`config.mk`:
```
export PLATFORM = sky130hd
export DESIGN_NAME = irq_latch_arb
export DESIGN_NICKNAME = d
export VERILOG_FILES = /design/src/rtl/irq_arb_pkg.sv /design/src/rtl/irq_pend_latch.sv /design/src/rtl/irq_prio_pick.sv /design/src/rtl/irq_sel_hold.sv /design/src/rtl/irq_latch_arb.sv
export SDC_FILE = /design/constraint.sdc
export NUM_CORES = 1
export LEC_CHECK = 0
export BUFFER_PORTS_ARGS = -buffer_cell sky130_fd_sc_hd__buf_2
export CAP_MARGIN = 10
export CORE_MARGIN = 1.5
export CORE_UTILIZATION = 49
export DETAILED_ROUTE_END_ITERATION = 10
export PLACE_DENSITY = 0.87
export SYNTH_ARGS = -nofsm -noshare
export SYNTH_HDL_FRONTEND = slang
export SYNTH_SLANG_ARGS = --single-unit
```
`constraint.sdc`:
```
create_clock -name clk_i -period 1.6 [get_ports clk_i]
set_input_delay 0.32 -clock clk_i [delete_from_list [all_inputs] [get_ports clk_i]]
set_output_delay 0.32 -clock clk_i [all_outputs]
set_load 0.01 [all_outputs]
```
`src/rtl/irq_arb_pkg.sv`:
```
package irq_arb_pkg;
  function automatic int idx_width(input int n_irq);
    return $clog2(n_irq + 1);
  endfunction
endpackage

```
`src/rtl/irq_pend_latch.sv`:
```
module irq_pend_latch #(
  parameter int N_IRQ = 8
) (
  input  logic             clk_i,
  input  logic             rst_ni,
  input  logic [N_IRQ-1:0] req_i,
  input  logic [N_IRQ-1:0] clr_i,
  output logic [N_IRQ-1:0] pend_o
);
  logic [N_IRQ-1:0] pend_q;

  for (genvar g = 0; g < N_IRQ; g++) begin : g_bit
    // a line still high in the clear cycle stays pending
    always_ff @(posedge clk_i or negedge rst_ni) begin
      if (!rst_ni) pend_q[g] <= 1'b0;
      else         pend_q[g] <= (pend_q[g] & ~clr_i[g]) | req_i[g];
    end


    latch_set_chk: assert property (@(posedge clk_i) disable iff (!rst_ni)
      req_i[g] |=> pend_q[g]);

    latch_clr_chk: assert property (@(posedge clk_i) disable iff (!rst_ni)
      (clr_i[g] && !req_i[g]) |=> !pend_q[g]);
  end

  assign pend_o = pend_q;
endmodule

```
`src/rtl/irq_prio_pick.sv`:
```
module irq_prio_pick
  import irq_arb_pkg::*;
#(
  parameter int N_IRQ = 8,
  localparam int IDX_W = idx_width(N_IRQ)
) (
  input  logic [N_IRQ-1:0] req_i,
  output logic             any_o,
  output logic [IDX_W-1:0] idx_o
);
  // scan downward so the lowest set index is written last
  always_comb begin
    any_o = 1'b0;
    idx_o = '0;
    for (int i = N_IRQ - 1; i >= 0; i--) begin
      if (req_i[i]) begin
        any_o = 1'b1;
        idx_o = IDX_W'(i);
      end
    end
  end
endmodule

```
`src/rtl/irq_sel_hold.sv`:
```
module irq_sel_hold
  import irq_arb_pkg::*;
#(
  parameter int N_IRQ = 8,
  localparam int IDX_W = idx_width(N_IRQ),
  localparam logic [IDX_W-1:0] SWI_IDX = IDX_W'(N_IRQ)
) (
  input  logic             clk_i,
  input  logic             rst_ni,
  input  logic             start_i,
  input  logic             done_i,
  input  logic             mask_i,
  input  logic             swi_i,
  input  logic             hw_any_i,
  input  logic [IDX_W-1:0] hw_idx_i,
  output logic             frz_o,
  output logic [IDX_W-1:0] sel_o,
  output logic [N_IRQ-1:0] clr_o
);
  logic             frz_q, mask_q, mask_fell, rel, take;
  logic [IDX_W-1:0] sel_q;

  assign mask_fell = mask_q & ~mask_i;
  assign rel       = frz_q & (done_i | mask_fell);
  assign take      = start_i & ~frz_q & (swi_i | hw_any_i);

  always_ff @(posedge clk_i or negedge rst_ni) begin
    if (!rst_ni) begin
      frz_q  <= 1'b0;
      sel_q  <= '0;
      mask_q <= 1'b0;
    end else begin
      mask_q <= mask_i;
      if (take) begin
        frz_q <= 1'b1;
        sel_q <= swi_i ? SWI_IDX : hw_idx_i;
      end else if (rel) begin
        frz_q <= 1'b0;
        sel_q <= '0;
      end
    end
  end

  for (genvar g = 0; g < N_IRQ; g++) begin : g_clr
    assign clr_o[g] = frz_q & done_i & (sel_q == IDX_W'(g));
  end

  assign frz_o = frz_q;
  assign sel_o = sel_q;


  sel_hold_chk: assert property (@(posedge clk_i) disable iff (!rst_ni)
    (frz_q && !done_i && !mask_fell) |=> (frz_q && $stable(sel_q)));

  swi_win_chk: assert property (@(posedge clk_i) disable iff (!rst_ni)
    (start_i && !frz_q && swi_i) |=> (frz_q && sel_q == SWI_IDX));

  clr_single_chk: assert property (@(posedge clk_i) disable iff (!rst_ni)
    $onehot0(clr_o));

  mask_rel_chk: assert property (@(posedge clk_i) disable iff (!rst_ni)
    (frz_q && mask_fell) |=> !frz_q);
endmodule

```
`src/rtl/irq_latch_arb.sv`:
```
module irq_latch_arb
  import irq_arb_pkg::*;
#(
  parameter int N_IRQ = 8,
  localparam int IDX_W = idx_width(N_IRQ)
) (
  input  logic             clk_i,
  input  logic             rst_ni,
  input  logic [N_IRQ-1:0] irq_req_i,
  input  logic             swi_req_i,
  input  logic             i_mask_i,
  input  logic             int_start_i,
  input  logic             int_done_i,
  output logic             int_pend_o,
  output logic             vec_valid_o,
  output logic [IDX_W-1:0] vec_idx_o
);
  logic [N_IRQ-1:0] pend, clr, unmasked;
  logic             hw_any, frz;
  logic [IDX_W-1:0] hw_idx, sel;

  irq_pend_latch #(.N_IRQ(N_IRQ)) u_latch (
    .clk_i, .rst_ni, .req_i(irq_req_i), .clr_i(clr), .pend_o(pend)
  );

  assign unmasked = i_mask_i ? '0 : pend;

  irq_prio_pick #(.N_IRQ(N_IRQ)) u_pick (
    .req_i(unmasked), .any_o(hw_any), .idx_o(hw_idx)
  );

  irq_sel_hold #(.N_IRQ(N_IRQ)) u_hold (
    .clk_i, .rst_ni,
    .start_i(int_start_i), .done_i(int_done_i), .mask_i(i_mask_i),
    .swi_i(swi_req_i), .hw_any_i(hw_any), .hw_idx_i(hw_idx),
    .frz_o(frz), .sel_o(sel), .clr_o(clr)
  );

  assign int_pend_o  = hw_any & ~frz;
  assign vec_valid_o = frz;
  assign vec_idx_o   = sel;


  mask_block_chk: assert property (@(posedge clk_i) disable iff (!rst_ni)
    (int_start_i && !vec_valid_o && !swi_req_i && i_mask_i) |=> !vec_valid_o);

  prio_low_chk: assert property (@(posedge clk_i) disable iff (!rst_ni)
    (int_start_i && !vec_valid_o && !swi_req_i && int_pend_o) |=>
      (vec_valid_o && pend[vec_idx_o]));

  idx_idle_chk: assert property (@(posedge clk_i) disable iff (!rst_ni)
    !vec_valid_o |-> (vec_idx_o == '0));
endmodule

```
==> metrics.yaml <==
route:
  ant_nets: 0
  wl_um: 1719
  viasPerCell: 5.826
  wl_per_cell_um: 14.95
  via_count: 670
  first_pass_iters: 5
  drtIter0Drc: 17
  remaining_drc_errors: 0
die:
  start_util_pct: 53.94
  die_x_um: 41.32
  die_h_um: 41.32
  io_pins: 20
  coreArea_um2: 1334
  fp-row-count: 13
  dieArea_um2: 1707
clock_tree:
  clock_latency_ns: 0.27
  htree_levels: 1
  clock-sinks: 14
  clkTransAtPathRegs_ns: 0.07
  cts_tree: "yes"
  root_buffer: "clkbuf_4"
  clockBufferDepth: 2
  cts_buffers: 3
power_and_ir_drop:
  peakVddDrop_v: 0.0003858
  leakage_nw: 0.4428
  swShare_pct: 26.05
  p_int_w: 0.0005004
  switchingPower_w: 0.0001763
  p_comb_share_pct: 14.7
  power.density_nw_per_um2: 712.5
  p_clk_share_pct: 28.2
  seqPwrFrac_pct: 57.0
setup_path:
  worst_setup_path_end_kind: "output port"
  worstSetupPathType: "reg2out"
  cp-start-kind: "register"
  worst-path-max-fanout: 2
  crit_arrival_ns: 1.43
  worst-endpoint-required_ns: 1.28
timing:
  layout_setup_ws_ns: -0.1468
  hold_violations: 0
  period_minus_slack_ns: 1.747
  timing.fmax_mhz: 572.5
  fin_skew_ns: 0.0003341
  period_share_pct: 109.2
  tightestPinTransition_ns: 0.3486
  setup_viol_count_final: 1
  rsz0062_at_grt: "true"
  relSlewSlack_pct: 76.55
  finalMaxSlewViolations: 0
grt:
  grt_max_degree: 15
  grt_usage_pct: 23.73
  grt_pass1_wl_um: 2484
  antenna_found_initial: 0
  grt_pass1_vias: 587
  grt_overflow: 0
placed_design:
  numPortBuffers: 19
  routabilityCongestion: 0.7984
  hpwlAfterDp_um: 1081
  place_inst: 102
  detailedPlace.worstSlack_ns: 0.08174
synth:
  ys_dominant_reg_cell: "dfrtp_1"
  ys_warn_count: 0
  ys_ff_latch: 14
  synth_top_area_share_pct: 48.70
  syn_nets: 83
  syn-cell-area_um2: 719.4
  synth_most_common_cell: "dfrtp_1"
  synthCells: 69
  synthTopCellsByArea: "dfrtp_1 49%, a21o_1 5.2%, nand2b_1 4.3%"
  synth_enable_flop_cells: 0
  seq_area_frac_synth_pct: 48.70
  async_reset_ff_share_pct: 100.0
  yosys.area.top_type: "dfrtp_1"
  ys_types: 28
  synth_area_per_cell_um2: 10.43
  netlist_top_cells_count: "14 x dfrtp_1, 5 x a21o_1, 5 x nand2_1, 5 x nand2b_1, 4 x nor2_1"
final_layout:
  areaGrowthSynthToFinish_pct: 32.00
  stdcell_count: 115
  fin_nets: 116
  drive_gt1_share_pct: 42.00
  final_util_pct: 71.20
  antenna_cells: 0
status:
  violations: "negative setup slack"
  outcome: "finished, violations left"
hold_path:
  min_path_type: "in2reg"
run:
  maxCapViolations: 0
[area by class of cell]
cell class                      instances  area [µm²]
Fill cell                             102       384.1
Multi-Input combinational cell         50       362.8
Sequential cell                        14       354.1
Timing Repair Buffer                   30       180.2
Clock buffer                            3       22.52
Tap cell                               15       18.77
Inverter                                3       11.26
[power by group through the flow]
| stage | combinational, W | clock (W) | sequential (W) |
|---|---|---|---|
| detailed placement | 0.0000936 | 0 | 0.000392 |
| global placement | 0.0000921 | 0 | 0.000391 |
| global route | 0.000113 | 0.000221 | 0.000389 |
| CTS | 0.0000981 | 0.000199 | 0.000386 |
| floorplan | 0.0000476 | 0 | 0.000392 |
| finish | 0.0000998 | 0.000191 | 0.000386 |
[placed cells by master, fill, tap and decap left out]
master and n:
nor4_4 2, a21oi_2 2, nand4_2 1, buf_2 19
and2b_1 1, a211oi_1 1, a211o_1 1, nor3_2 1
o31ai_1 3, buf_4 10, o211ai_2 1, nor3b_1 1
nand2_1 5, nand2b_1 5, dlygate4sd3_1 1, nor3_1 1
nor2b_1 2, dfrtp_2 3, o21bai_1 1, nor4_1 1
inv_1 3, a21o_1 5, a22o_1 3, or3b_1 1
nand3_1 2, nand3b_1 2, dfrtp_1 11, a21oi_1 2
o21ai_0 2, clkbuf_4 3, nor2_1 4
[flip-flops by register name (all words and copies together) (netlist names)]
signal          count
u_hold.mask_q       1
u_hold.sel_o        4
u_hold.frz_o        1
u_latch.pend_o      8
[path summary, 6_finish.rpt]
| kind | start | to | slack, ns | cells past startpoint |
|---|---|---|---|---|
| max | u_latch.pend_o[5]$_DFF_PN0_ | int_pend_o | -0.15 | 4 |
| min | irq_req_i[2] | u_latch.pend_o[2]$_DFF_PN0_ | 0.22 | 2 |
| max reg2reg | u_latch.pend_o[5]$_DFF_PN0_ | u_hold.sel_o[0]$_DFFE_PN0P_ | 0.10 | 6 |
| min reg2reg | u_latch.pend_o[0]$_DFF_PN0_ | u_latch.pend_o[0]$_DFF_PN0_ | 0.59 | 1 |
| max in group asynchronous | rst_ni | u_latch.pend_o[5]$_DFF_PN0_ | 0.87 | 2 |
| min in group asynchronous | rst_ni | u_hold.sel_o[0]$_DFFE_PN0P_ | 0.47 | 2 |
[cells by family (layout without fill, tap and decap cells)]
group | after synthesis | in the layout | synth area share, %
compound gates | 21 | 21 | 21.74
buf+inv | 5 | 36 | 2.609
flops | 14 | 14 | 48.70
simple gates | 29 | 29 | 26.96
[routing by layer]
metal / wire length [µm] / vias to the layer above / GRT usage [%]
li1: - / 312 / -
met1: 715 / 309 / 25.93
met2: 826 / 41 / 41.80
met3: 130 / 8 / 7.979
met4: 46 / 0 / 9.677
met5: 0 / - / 0
[per-stage QoR]
stage | hold slack (ns) | TNS, ns | power [W] | cell area (µm²)
after global routing | 0.2039 | -0.2366 | 0.0007222 | 949.7
after detailed placement | 0.2355 | 0 | 0.0004856 | 833.3
after CTS | 0.2056 | -0.1395 | 0.0006827 | 909.6
final | 0.2177 | -0.1468 | 0.0006766 | 949.7
after floorplan | 0.02441 | 0 | 0.0004395 | 719.4
after global placement | 0.2262 | 0 | 0.0004828 | 833.3
[critical path, stage by stage (launching register included)]
cell	delay [ns]
dfrtp_2	0.42
nor4_4	0.33
a21oi_2	0.11
and2b_1	0.16
buf_2	0.13
[timing repair]
action,CTS,global route
pin swaps,3,2
hold buffers,1,0
endpoints found under the setup margin,1,1
resized for setup,3,2
hold endpoints to repair,14,0
setup buffers,4,5
Note: power is estimated with default switching activity, not from simulation.
